--- src/rtl/sbr_pkg.sv ---
package sbr_pkg;

  typedef enum logic [0:0] {
    SHA_POS_POS = 1'b0,  // 2c - s =  p + q
    SHA_NEG_POS = 1'b1   // 2c - s = -p + q
  } sha_kind_e;

  typedef struct packed {
    logic neg;
    logic one;
    logic two;
  } bdigit_t;

  function automatic int unsigned digit_count(input int unsigned width);
    return width / 2 + 1;
  endfunction

endpackage

--- src/rtl/sbr_signed_ha.sv ---
module sbr_signed_ha
  import sbr_pkg::*;
#(
  parameter sha_kind_e KIND = SHA_POS_POS
) (
  input  logic p_i,
  input  logic q_i,
  output logic c_o,
  output logic s_o
);

  // Sum output always carries negative weight.
  if (KIND == SHA_POS_POS) begin : g_pos_pos
    assign c_o = p_i | q_i;
    assign s_o = p_i ^ q_i;
  end else begin : g_neg_pos
    assign c_o = q_i & ~p_i;
    assign s_o = p_i ^ q_i;
  end

endmodule

--- src/rtl/sbr_full_adder.sv ---
module sbr_full_adder (
  input  logic a_i,
  input  logic b_i,
  input  logic c_i,
  output logic c_o,
  output logic s_o
);

  assign s_o = a_i ^ b_i ^ c_i;
  assign c_o = (a_i & b_i) | (a_i & c_i) | (b_i & c_i);

endmodule

--- src/rtl/sbr_digit_enc.sv ---
module sbr_digit_enc
  import sbr_pkg::*;
(
  input  logic    hi_i,   // weight -2
  input  logic    mid_i,  // weight +1
  input  logic    lo_i,   // weight +1
  output bdigit_t digit_o
);

  assign digit_o.neg = hi_i & ~(mid_i & lo_i);
  assign digit_o.one = mid_i ^ lo_i;
  assign digit_o.two = hi_i ? (~mid_i & ~lo_i) : (mid_i & lo_i);

endmodule

--- src/rtl/sbr_cell.sv ---
module sbr_cell
  import sbr_pkg::*;
(
  input  logic [1:0] a_i,
  input  logic [1:0] b_i,
  input  logic       xfer_i,  // transfer from lower cell, weight 4^j
  input  logic       bdig_i,  // low digit bit from lower cell, weight 4^j
  output logic       xfer_o,
  output logic       bdig_o,
  output bdigit_t    digit_o
);

  logic s_odd;
  logic f_even;
  logic g_even;
  logic s_top;

  // Odd position: a1+b1 = 2*xfer - s_odd; xfer depends on local bits only.
  sbr_signed_ha #(.KIND(SHA_POS_POS)) u_odd_ha (
    .p_i(a_i[1]),
    .q_i(b_i[1]),
    .c_o(xfer_o),
    .s_o(s_odd)
  );

  // Even position absorbs the incoming transfer.
  sbr_full_adder u_even_fa (
    .a_i(a_i[0]),
    .b_i(b_i[0]),
    .c_i(xfer_i),
    .c_o(f_even),
    .s_o(g_even)
  );

  // Odd position again: f_even - s_odd = 2*bdig - s_top.
  sbr_signed_ha #(.KIND(SHA_NEG_POS)) u_mix_ha (
    .p_i(s_odd),
    .q_i(f_even),
    .c_o(bdig_o),
    .s_o(s_top)
  );

  sbr_digit_enc u_enc (
    .hi_i   (s_top),
    .mid_i  (g_even),
    .lo_i   (bdig_i),
    .digit_o(digit_o)
  );

endmodule

--- src/rtl/sum_booth_recoder.sv ---
module sum_booth_recoder
  import sbr_pkg::*;
#(
  parameter  int unsigned W  = 8,
  localparam int unsigned ND = digit_count(W)
) (
  input  logic          clk_i,
  input  logic          rst_ni,
  input  logic [W-1:0]  a_i,
  input  logic [W-1:0]  b_i,
  output logic [ND-1:0] neg_o,
  output logic [ND-1:0] one_o,
  output logic [ND-1:0] two_o
);

  localparam int unsigned EW = 2 * ND;

  logic [EW-1:0]          a_ext;
  logic [EW-1:0]          b_ext;
  logic [ND:0]            xfer;
  logic [ND:0]            bdig;
  bdigit_t [ND-1:0]       dig_d;
  logic [1:0]             top_carry_unused;

  assign a_ext = {{(EW - W){a_i[W-1]}}, a_i};
  assign b_ext = {{(EW - W){b_i[W-1]}}, b_i};

  assign xfer[0] = 1'b0;
  assign bdig[0] = 1'b0;

  for (genvar j = 0; j < ND; j++) begin : g_cell
    sbr_cell u_cell (
      .a_i    (a_ext[2*j+1:2*j]),
      .b_i    (b_ext[2*j+1:2*j]),
      .xfer_i (xfer[j]),
      .bdig_i (bdig[j]),
      .xfer_o (xfer[j+1]),
      .bdig_o (bdig[j+1]),
      .digit_o(dig_d[j])
    );
  end

  // Top cell only ever sees sign copies; its outgoing bits are implied by them.
  assign top_carry_unused = {xfer[ND], bdig[ND]};

  always_ff @(posedge clk_i or negedge rst_ni) begin
    if (!rst_ni) begin
      neg_o <= '0;
      one_o <= '0;
      two_o <= '0;
    end else begin
      for (int j = 0; j < ND; j++) begin
        neg_o[j] <= dig_d[j].neg;
        one_o[j] <= dig_d[j].one;
        two_o[j] <= dig_d[j].two;
      end
    end
  end

endmodule

--- config.mk ---
export PLATFORM = sky130hd
export DESIGN_NAME = sum_booth_recoder
export DESIGN_NICKNAME = d
export VERILOG_FILES = /design/src/rtl/sbr_pkg.sv /design/src/rtl/sbr_signed_ha.sv /design/src/rtl/sbr_full_adder.sv /design/src/rtl/sbr_digit_enc.sv /design/src/rtl/sbr_cell.sv /design/src/rtl/sum_booth_recoder.sv
export SDC_FILE = /design/constraint.sdc
export NUM_CORES = 1
export LEC_CHECK = 0
export ABC_AREA = 1
export CORE_AREA = 2 2 48 50
export CTS_CLUSTER_DIAMETER = 40
export CTS_CLUSTER_SIZE = 10
export DETAILED_ROUTE_END_ITERATION = 12
export DIE_AREA = 0 0 50 52
export GPL_TIMING_DRIVEN = 0
export PLACE_DENSITY = 0.74
export SYNTH_ARGS = -nofsm -noshare
export SYNTH_HDL_FRONTEND = slang
export SYNTH_SLANG_ARGS = --single-unit
export TNS_END_PERCENT = 10
--- constraint.sdc ---
create_clock -name clk_i -period 0.8 [get_ports clk_i]
set_input_delay 0.08 -clock clk_i [delete_from_list [all_inputs] [get_ports clk_i]]
set_output_delay 0.08 -clock clk_i [all_outputs]
set_load 0.01 [all_outputs]
Word-level counts from Yosys, hierarchy flattened
Cells that the tools add are included.

storage, ports and cells
  register bits = 15
  output and inout bits = 15
  logic and storage cells = 87

cells by class
  multiplexer cells = 5
  bitwise logic cells = 79

operators with widths
  operator       count
  $and A1 B1 Y1  29
  $xor A1 B1 Y1  21
  $not A1 Y1     17
  $or A1 B1 Y1   12
  $mux W1        5

Depth between registers and ports, before layout
  depth after elaboration = 8
  gate-level depth with buffers = 9
  gate-level depth less buffers = 9

Modules after synthesis
A second synthesis with hierarchy kept.

second synthesis, totals
  cell total of the unflattened synthesis = 101
  area, all modules = 954.7 µm²

modules (own cells, without submodules)
  module                                          instances  cells an instance  area each (µm²)  seq. area each (µm²)
  sum_booth_recoder                               1          16                 379.1            375.4
  sbr_digit_enc                                   5          9                  51.3             0.0
  sbr_signed_ha at g_cell[0].u_cell.u_odd_ha ...  5          4                  23.8             0.0
  sbr_full_adder                                  5          1                  20.0             0.0
  sbr_signed_ha at g_cell[0].u_cell.u_mix_ha ...  5          3                  20.0             0.0

Least setup slack after synthesis
No wires, ideal clock.

  path kind = input to register
  from = input a_i[5]
  to = register two_o[4]
  library setup time = 0.116 ns
  path buffers = 0
  stages on the path = 8
  slack = -0.444 ns
  arrival time = 1.128 ns
  path through = inv_1 ha_1 inv_1 fa_1 ha_1 ha_1 nand2_1 nand2_1

RTL lines
  item                            line                     RTL
  start: declaration              sum_booth_recoder.sv:9   input logic [W-1:0] a_i,
  end signal: indexed assignment  sum_booth_recoder.sv:55  two_o[j] <= dig_d[j].two;
  end: declaration                sum_booth_recoder.sv:13  output logic [ND-1:0] two_o

==> flow_metrics.tcl <==
set metrics [dict create \
    status "complete, but fails checks" \
    violations "negative setup slack" \
    gp_congestion 0.678 \
    start_util_pct 39.0 \
    final_common_cell "dfrtp_1" \
    path_clk_slew_ns 0.09 \
    end_kind "register" \
    grt_pass1_vias 613 \
    fin_cells 143 \
    cap_violations 0 \
    worst_pin_slew_ns 0.623 \
    hold_path_class "primary input to register" \
    fin_crit_sh_pct 130 \
    arrival_ns 1.20 \
    die_area_um2 2600 \
    peakVddDrop_v 0.000961 \
    setup_ws_ns -0.238 \
    syn_area_um2 822 \
    firstDrtPassIters 4 \
    layout_common_cells "dfrtp_1, buf_2, inv_1" \
    diodes 0 \
    fmaxAchievable_ghz 0.964 \
    register_area_um2 375 \
    drc 0 \
    routedWlPerCell_um 10.3 \
    ios 33 \
    die_y_um 52 \
    cts.sinks 15 \
    dieWidth_um 50 \
    grt_first_pass_wirelength_um 2560 \
    cts_max_path_buffers 2 \
    critPathLaunch "b_i[3]" \
    io_buffers 32 \
    place_inst 139 \
    setup_violations 27 \
    final.min_clock_period_ns 1.04 \
    yosys_warnings 0 \
    slew-limit-headroom_pct 58.3 \
    ys_ff_latch 15 \
    yosysTopAreaCell "dfrtp_1" \
    numCtsBuffers 3 \
    clock-root-buffer "clkbuf_4" \
    slew_violations 0 \
    syn_inst 79 \
    drive_gt1_share_pct 54.8 \
    grt_max_degree 16 \
    synth_nets 118 \
    avgSynthCellArea_um2 10.4 \
    grt_use_total_pct 13.6 \
    multi_input_area_um2 492 \
    hpwl_um 1240 \
    antenna_found_initial 0 \
    cts_setup_buffers 0 \
    finalHoldViolations 0 \
    num_vias 587 \
    antenna_left 0 \
    crit_end "two_o[2]" \
    cts_tree "done" \
    drt_iter0_markers 6 \
    area_growth_pct 62.9 \
    netlist_top_cells_area "dfrtp_1, ha_1, inv_1" \
    synth.yosys.seq_area_share_pct 45.7 \
    synthDistinctLibCells 6 \
    overflow 0 \
    synth_top_area_share_pct 45.7 \
    min-delay-start "a_i[0]" \
    vias_per_cell 4.10 \
    crit_fanout 2 \
    rsz0062_at_grt "true" \
    powerDensity_nw_per_um2 1540 \
    critPathKind "primary input to register" \
    rows 17 \
    crit_required_ns 0.96 \
    wl_um 1480 \
    finalNetCount 155 \
    core_um2 2110 \
    p_leak_nw 0.683 \
    fin_util_pct 63.6 \
    htreeDepth 1 \
    fillCellCount 171 \
    cp-start-kind "primary input" \
]
-- what timing repair did --
item                                    in CTS  in global routing
resized for setup                          112                 16
endpoints found under the setup margin      29                 29
pin swaps                                   15                  8
hold buffers                                 0                  0
cloned                                       0                  0
-- cell families (layout without fill, tap and decap cells) --
logic type                 after synthesis  count (layout)  share of synthesized area, %
and+or+nand+nor                         17              17                          7.76
buffers and inverters                   26              62                          11.9
DFF                                     15              15                          45.7
adders and majority gates               21              21                          34.7
-- report_power, final --
| group | internal, W | switching, W |
|---|---|---|
| Clock | 0.000185 | 0.000223 |
| Sequential | 0.000883 | 0.0000288 |
| Combinational | 0.000362 | 0.000382 |
| Total | 0.00143 | 0.000634 |
-- per-layer routing --
| layer | GRT usage [%] | share of wire [%] | vias up |
|---|---|---|---|
| met2 | 25.2 | 57 | 23 |
| met3 | 3.16 | 6.2 | 2 |
| met5 | 0 | 0 | - |
| li1 | - | - | 299 |
| met4 | 8.33 | 1.8 | 0 |
| met1 | 13.7 | 35 | 263 |
-- cell type report --
| class | count | share of cell area, % |
|---|---|---|
| clock buffers | 3 | 1.68 |
| clock inverters | 1 | 0.374 |
| inverters | 26 | 10.7 |
| multi-input cells | 38 | 36.7 |
| flip-flops and latches | 15 | 28.0 |
| well taps | 28 | 2.62 |
| repair buffers | 32 | 19.9 |
-- worst max-delay path, cell delays in order --
cell     delay [ns]
buf_8          0.11
inv_12         0.04
ha_4           0.11
inv_2          0.03
fa_2           0.53
inv_2          0.05
ha_4           0.14
nand2_2        0.05
nand2_1        0.05
-- sequential cells by signal (all words and copies together) (netlist names) --
signal	flops
one_o	5
neg_o	5
two_o	5
-- worst min-delay path by stage --
stage | end | depth (start not counted)
after global placement | neg_o[0] | 1
final | one_o[0] | 2
after detailed placement | neg_o[0] | 1
after CTS | neg_o[0] | 1
after floorplan | neg_o[0] | 0
after global routing | one_o[0] | 2
-- synth_stat cells --
cell type,instances
nand2_1,12
ha_1,18
fa_1,3
nor2_1,5
dfrtp_1,15
inv_1,26
-- stage by stage --
stage	instance area (µm²)	total power, W	setup WS [ns]	hold slack (ns)	setup TNS (ns)
6_report	1340	0.00206	-0.238	0.100	-3.01
3_5_place_dp	1290	0.00172	-1.06	0.510	-17.21
2_1_floorplan	935	0.00127	-0.377	-0.216	-4.15
5_1_grt	1340	0.00222	-0.260	0.103	-3.82
3_3_place_gp	1290	0.00169	-1.02	0.511	-16.85
4_1_cts	1290	0.00204	-0.281	0.212	-3.77
(Power assumes the default switching activity.)
